===== config.mk =====
export PLATFORM = sky130hd
export DESIGN_NAME = spi_hsk
export DESIGN_NICKNAME = d
export VERILOG_FILES = /design/src/rtl/spi_hsk_pkg.sv /design/src/rtl/spi_hsk_regs.sv /design/src/rtl/spi_hsk_clkgen.sv /design/src/rtl/spi_hsk_shifter.sv /design/src/rtl/spi_hsk.sv
export SDC_FILE = /design/constraint.sdc
export NUM_CORES = 1
export LEC_CHECK = 0
export ABC_AREA = 1
export BUFFER_PORTS_ARGS = -buffer_cell sky130_fd_sc_hd__buf_4
export CAP_MARGIN = 25
export CORE_MARGIN = 1
export CORE_UTILIZATION = 25
export CTS_BUF_LIST = sky130_fd_sc_hd__clkbuf_8
export CTS_CLUSTER_SIZE = 14
export DETAILED_ROUTE_END_ITERATION = 10
export HOLD_SLACK_MARGIN = 0.08
export SYNTH_ARGS = -nofsm -noshare
export SYNTH_HDL_FRONTEND = slang
export SYNTH_SLANG_ARGS = --single-unit

===== constraint.sdc =====
create_clock -name clk -period 3 [get_ports clk]
set_input_delay 0 -clock clk [delete_from_list [all_inputs] [get_ports clk]]
set_output_delay 0 -clock clk [all_outputs]
set_load 0.01 [all_outputs]

===== src/rtl/spi_hsk_pkg.sv =====
package spi_hsk_pkg;
  localparam logic [1:0] OFS_CTRL = 2'd0;
  localparam logic [1:0] OFS_STAT = 2'd1;
  localparam logic [1:0] OFS_DATA = 2'd2;

  typedef struct packed {
    logic [2:0] spare;
    logic       ie;
    logic       cpha;
    logic       cpol;
    logic       master;
    logic       en;
  } ctrl_t;

  // shift a new bit into the low end of a byte
  function automatic logic [7:0] push_bit(input logic [7:0] v, input logic b);
    return {v[6:0], b};
  endfunction

  // completion point: phase 0 ends after the eighth trailing edge
  // (8 samples taken), phase 1 on the trailing edge that takes sample 8
  function automatic logic last_edge(input logic cpha, input logic [3:0] cnt);
    return cpha ? (cnt == 4'd7) : (cnt == 4'd8);
  endfunction
endpackage


===== src/rtl/spi_hsk_regs.sv =====
module spi_hsk_regs
  import spi_hsk_pkg::*;
(
  input  logic        clk,
  input  logic        rst_n,
  input  logic        wr_en,
  input  logic        rd_en,
  input  logic [1:0]  addr,
  input  logic [7:0]  wdata,
  input  logic        xfer_done,
  input  logic [7:0]  rx_byte,
  input  logic        busy,
  output ctrl_t       ctrl,
  output logic [7:0]  rdata,
  output logic        load,
  output logic        flag,
  output logic        armed
);
  logic       stat_rd, data_rd, data_wr, clr;
  logic [7:0] rx_q;

  assign stat_rd = rd_en && (addr == OFS_STAT);
  assign data_rd = rd_en && (addr == OFS_DATA);
  assign data_wr = wr_en && (addr == OFS_DATA);
  assign clr     = armed && (data_rd || (ctrl.master && data_wr));
  assign load    = data_wr && ctrl.en && (!flag || armed) && !(ctrl.master && busy);

  always_ff @(posedge clk or negedge rst_n) begin
    if (!rst_n) begin
      ctrl  <= '0;
      flag  <= 1'b0;
      armed <= 1'b0;
      rx_q  <= '0;
    end else begin
      if (wr_en && addr == OFS_CTRL) ctrl <= ctrl_t'(wdata);
      if (xfer_done) rx_q <= rx_byte;
      if (xfer_done)  flag <= 1'b1;
      else if (clr)   flag <= 1'b0;
      if (clr)                  armed <= 1'b0;
      else if (stat_rd && flag) armed <= 1'b1;
    end
  end

  always_comb begin
    case (addr)
      OFS_CTRL: rdata = ctrl;
      OFS_STAT: rdata = {flag, 7'b0};
      OFS_DATA: rdata = rx_q;
      default:  rdata = 8'h00;
    endcase
  end
endmodule


===== src/rtl/spi_hsk_clkgen.sv =====
module spi_hsk_clkgen #(
  parameter int DIV = 8
) (
  input  logic clk,
  input  logic rst_n,
  input  logic start,
  output logic busy,
  output logic lead,
  output logic trail,
  output logic phase
);
  localparam int HALF = (DIV / 2 > 0) ? DIV / 2 : 1;
  localparam int CW   = (HALF > 1) ? $clog2(HALF) : 1;

  logic [CW-1:0] div_q;
  logic [3:0]    ecnt;
  logic          tick;

  assign tick  = busy && (div_q == CW'(HALF - 1));
  assign lead  = tick && !ecnt[0];
  assign trail = tick && ecnt[0];
  assign phase = ecnt[0];

  always_ff @(posedge clk or negedge rst_n) begin
    if (!rst_n) begin
      busy  <= 1'b0;
      div_q <= '0;
      ecnt  <= '0;
    end else if (!busy) begin
      if (start) begin
        busy  <= 1'b1;
        div_q <= '0;
        ecnt  <= '0;
      end
    end else begin
      div_q <= tick ? '0 : div_q + 1'b1;
      if (tick) begin
        ecnt <= ecnt + 1'b1;
        if (ecnt == 4'd15) busy <= 1'b0;
      end
    end
  end
endmodule


===== src/rtl/spi_hsk_shifter.sv =====
module spi_hsk_shifter
  import spi_hsk_pkg::*;
(
  input  logic       clk,
  input  logic       rst_n,
  input  logic       load,
  input  logic [7:0] load_byte,
  input  logic       abort,
  input  logic       lead,
  input  logic       trail,
  input  logic       cpha,
  input  logic       din,
  output logic       dout,
  output logic       done,
  output logic [7:0] rx_byte
);
  logic [7:0] tx, rx;
  logic [3:0] cnt;
  logic       samp, shft;

  assign samp    = cpha ? trail : lead;
  assign shft    = cpha ? lead : trail;
  assign done    = trail && last_edge(cpha, cnt);
  assign dout    = tx[7];
  assign rx_byte = cpha ? push_bit(rx, din) : rx;

  always_ff @(posedge clk or negedge rst_n) begin
    if (!rst_n) begin
      tx  <= '0;
      rx  <= '0;
      cnt <= '0;
    end else if (load) begin
      tx  <= load_byte;
      cnt <= '0;
    end else if (abort) begin
      cnt <= '0;
    end else begin
      if (samp) begin
        rx  <= push_bit(rx, din);
        cnt <= cnt + 1'b1;
      end
      if (shft && !(cpha && cnt == 4'd0)) tx <= {tx[6:0], 1'b0};
      if (done) cnt <= '0;
    end
  end
endmodule


===== src/rtl/spi_hsk.sv =====
module spi_hsk
  import spi_hsk_pkg::*;
#(
  parameter int DIV = 8
) (
  input  logic       clk,
  input  logic       rst_n,
  input  logic       wr_en,
  input  logic       rd_en,
  input  logic [1:0] addr,
  input  logic [7:0] wdata,
  output logic [7:0] rdata,
  input  logic       irq_mask,
  output logic       irq,
  output logic       sck_o,
  output logic       mosi_o,
  input  logic       miso_i,
  input  logic       sck_i,
  input  logic       mosi_i,
  output logic       miso_o,
  input  logic       ss_n_i
);
  ctrl_t      ctrl;
  logic       load, flag, armed, m_busy, m_lead, m_trail, m_phase;
  logic       master_on, slave_on, s_lead, s_trail, lvl, lvl_d;
  logic       lead, trail, din, dout, xfer_done, data_wr_raw;
  logic [7:0] rx_byte;
  logic       sck_m, sck_s, sck_d, mosi_m, mosi_s, ss_m, ss_s;

  assign master_on   = ctrl.en && ctrl.master;
  assign slave_on    = ctrl.en && !ctrl.master;
  assign data_wr_raw = wr_en && (addr == OFS_DATA);

  always_ff @(posedge clk or negedge rst_n) begin
    if (!rst_n) begin
      {sck_m, sck_s, sck_d}  <= '0;
      {mosi_m, mosi_s}       <= '0;
      {ss_m, ss_s}           <= 2'b11;
    end else begin
      {sck_m, sck_s, sck_d} <= {sck_i, sck_m, sck_s};
      {mosi_m, mosi_s}      <= {mosi_i, mosi_m};
      {ss_m, ss_s}          <= {ss_n_i, ss_m};
    end
  end

  assign lvl     = sck_s ^ ctrl.cpol;
  assign lvl_d   = sck_d ^ ctrl.cpol;
  assign s_lead  = slave_on && !ss_s && lvl && !lvl_d;
  assign s_trail = slave_on && !ss_s && !lvl && lvl_d;
  assign lead    = master_on ? m_lead  : s_lead;
  assign trail   = master_on ? m_trail : s_trail;
  assign din     = master_on ? miso_i  : mosi_s;

  spi_hsk_regs u_regs (
    .clk(clk), .rst_n(rst_n), .wr_en(wr_en), .rd_en(rd_en), .addr(addr),
    .wdata(wdata), .xfer_done(xfer_done), .rx_byte(rx_byte), .busy(m_busy),
    .ctrl(ctrl), .rdata(rdata), .load(load), .flag(flag), .armed(armed)
  );

  spi_hsk_clkgen #(.DIV(DIV)) u_clk (
    .clk(clk), .rst_n(rst_n), .start(load && master_on), .busy(m_busy),
    .lead(m_lead), .trail(m_trail), .phase(m_phase)
  );

  spi_hsk_shifter u_shf (
    .clk(clk), .rst_n(rst_n), .load(load), .load_byte(wdata),
    .abort(slave_on && ss_s), .lead(lead), .trail(trail), .cpha(ctrl.cpha),
    .din(din), .dout(dout), .done(xfer_done), .rx_byte(rx_byte)
  );

  assign sck_o  = master_on ? (ctrl.cpol ^ m_phase) : ctrl.cpol;
  assign mosi_o = master_on && dout;
  assign miso_o = slave_on && !ss_s && dout;
  assign irq    = flag && ctrl.ie && !irq_mask;
endmodule


==> out/summary.log <==
INFO  floorplanning  num_rows=37
INFO  clock_network  cts_root_buffer=clkbuf_8
INFO  worst_setup_path worst_ep_arrival_time=2.01ns
INFO  min_path       min_path_cells=6
INFO  synth          synth.top_cells.by_count=nand2_1, dfrtp_1, inv_1
INFO  power_and_ir_drop ir_drop_worst_vdd=0.370mV
INFO  sta            finalClockSkew=0.00718ns
INFO  global_route   grt_overflow_total=0
INFO  global_route   grt_usage=10.8%
INFO  routing        dr.pass1.iters=4
INFO  cells_and_area layout-area-overhead-vs-synth=21.6%
INFO  global_route   largest_net_degree_at_the_start_of_global_routing=53
INFO  worst_setup_path crit-reg2reg-capture=u_shf.rx[0]
INFO  sta            tightestPinTransition=0.659ns
INFO  cells_and_area final_net_count=391
INFO  synth          post-synth-top-area-fraction=46.9%
INFO  floorplanning  floorplan.core_area=10300squm
INFO  synth          net_count_of_the_mapped_netlist=350
INFO  min_path       timing.hold.worst.start=addr[1]
INFO  clock_network  clkSlewWorstSetupHoldPaths=0.09ns
INFO  sta            final-max-slew-violation-count=0
INFO  routing        drt_iter0_markers=100
INFO  worst_setup_path critPathKind=reg2reg
INFO  clock_network  clock_tree_from_tritoncts=done
INFO  run            maxCapViolations=0
INFO  cells_and_area finalCoreUtilization=31.4%
INFO  worst_setup_path ff2ff_setup_slack=1.17ns
INFO  place          pre_cts_ws=1.19ns
INFO  sta            min_period=1.83ns
INFO  place          port_buffers=30
INFO  synth          synth-edff-count=0
INFO  synth          yosys_cell_types=31
INFO  clock_network  clock_tree.htree_level_count=2
INFO  global_route   antenna_found_initial=0
INFO  routing        route.vias.total=2202
INFO  sta            timing.final.ws_setup=1.17ns
INFO  floorplanning  fp.dieArea=11100squm
INFO  routing        totalWireLength=5550microns
INFO  routing        met2_wl=2700microns
INFO  floorplanning  floorplan.die.width=105microns
INFO  synth          synthCells=327
INFO  clock_network  total_cts_buffers=5
INFO  routing        postRouteAntennaNets=0
INFO  global_route   grt_pass1_wl=9630microns
INFO  routing        wl_met3=191microns
INFO  sta            layout_worst_path_cycle_share=60.9%
INFO  floorplanning  start_util=25.9%
INFO  cells_and_area stdcell_count=505
INFO  floorplanning  design.portCount=31
INFO  sta            maxSlewHeadroom=56.0%
INFO  synth          mapped_area=2670squm
INFO  place          dp.cells=484
INFO  worst_setup_path timing.reg2reg.worst_path_depth=7
INFO  synth          part_of_the_yosys_area_used_for_sequential_elements=48.8%
INFO  synth          synth.ff_latch_count=52
INFO  sta            rsz0062_at_grt=no
INFO  worst_setup_path cp_max_fo=24
INFO  sta            final-setup-viol-count=0
INFO  sta            fin_setup_tns=0ns
INFO  clock_network  clkLatencyLatePin=0.30ns
INFO  synth          synthesis.area_per_instance=8.17squm
INFO  synth          yosys_most_used_dff=dfrtp_1
INFO  worst_setup_path startpoint_type_of_the_worst_setup_path=register
INFO  routing        met1_length=2630microns
INFO  place          hpwl=4150microns
INFO  sta            finalHoldViolations=0
INFO  power_and_ir_drop power_density=668nW/um^2
INFO  clock_network  cts.path.max_buffers=2
INFO  synth          synth.area.top_cells=dfrtp_1, nand2_1, inv_1
INFO  sta            achievable-frequency=0.547GHz
INFO  run_status     status=completed
INFO  routing        dr.max_layer_used=met4
INFO  floorplanning  dieHeight=105microns
INFO  clock_network  tritoncts_num_sinks=52
INFO  min_path       hold_path_end=u_regs.armed
INFO  worst_setup_path worst-endpoint-required=3.18ns
INFO  synth          synthMostInstantiatedCell=nand2_1
INFO  cells_and_area final_layout_size_suffix_gt1_share=18.7%
INFO  synth          synth_top_cell_by_area=dfrtp_1
INFO  routing        drc_violations_left=0
INFO  min_path       worstHoldPathType=in2reg
INFO  routing        post_drt_wl_per_cell=11.0microns
INFO  global_route   grt_pass1_vias=2057
INFO  synth          yosys_warnings=0
INFO  cells_and_area fillCellCount=1083
INFO  worst_setup_path critical_path.reg2reg.startpoint=u_regs.ctrl[1]
INFO  power_and_ir_drop cellLeakagePower=1.63nW
INFO  place          place.gp.congestion=0.776
INFO  cells_and_area num_antenna_cells=0
INFO  routing        vias_cell=4.36
INFO  power_and_ir_drop power=2.17mW
INFO  worst_setup_path setup.worst_path.end_class=register
INFO  clock_network  cts-resized-gates=0
INFO  synth          ys_async_sr_fraction=100%
registers in the layout (all words and copies together) (netlist names), 2 cells and up:
signal	cells
u_shf.tx	8
u_shf.cnt	4
u_regs.rx_q	8
u_shf.rx	8
u_clk.ecnt	4
u_clk.div_q	2
u_regs.ctrl	8
placed cells by master (no fill, tap or decap), drive strengths merged, types with 4 or more instances in the layout:
cell and count:
nand2 89, inv 52, dfrtp 50, o21ai 35
buf 30, nand3 29, nor2 23, a21oi 15
dlygate4sd3 13, o22ai 5, clkbuf 5, nand4 4
ha 4
critical path, cell delays in order (launching register included):
cell	delay [ns]
dfrtp_1	0.54
a21oi_1	0.13
nand2_2	0.32
inv_2	0.12
nor2_2	0.18
nand3_4	0.22
nand2_1	0.14
o21ai_2	0.05
what timing repair did:
action	CTS	global route
hold buffers	13	0
hold endpoints to repair	64	0
setup buffers	0	0
through the flow:
stage,area [sq um],hold slack (ns)
6_report,3250,0.137
5_1_grt,3250,0.150
4_1_cts,3250,0.135
3_5_place_dp,3010,0.0807
3_3_place_gp,3010,0.0840
2_1_floorplan,2670,-0.296
cells by family (layout without fill, tap and decap cells):
group,after synthesis,after routing,share of synthesized area (%)
compound gates,60,60,13.1
xor+xnor,2,2,0.656
fa+ha+maj,4,4,1.87
buf+inv,60,102,9.32
flops,52,52,48.8
simple gates,149,149,26.2
layer usage:
metal  up-vias  global-route usage (%)
met5         -                       0
li1       1125                       -
met2        29                    17.9
met1      1046                    14.3
met4         0                    2.92
met3         2                    2.23
power by group:
group          switching (mW)  internal (mW)  total, mW  leakage (nW)
combinational           0.388          0.272      0.660         0.907
clock                   0.223          0.244      0.468        0.0593
sequential              0.157          0.883       1.04         0.661
final cells by class:
cell class / count / area, sq um / share of cell area (%)
tap: 136 / 170 / 5.24
sequential: 52 / 1300 / 40.2
inverter: 51 / 191 / 5.90
clock buffer: 5 / 68.8 / 2.12
clock inverter: 3 / 38.8 / 1.20
multi-input combinational: 215 / 1120 / 34.4
timing repair buffer: 43 / 355 / 10.9
worst max path at each step:
stage              startpoint          end  slack, ns
6_report       u_regs.ctrl[1]  u_shf.rx[0]       1.17
5_1_grt        u_regs.ctrl[1]  u_shf.rx[7]       0.95
4_1_cts        u_regs.ctrl[1]  u_shf.rx[0]       1.16
3_5_place_dp   u_regs.ctrl[1]  u_shf.rx[0]       1.19
3_3_place_gp   u_regs.ctrl[1]  u_shf.rx[0]       1.20
2_1_floorplan  u_clk.div_q[0]  u_shf.rx[3]       1.51
Note: power is estimated with default switching activity, not from simulation.
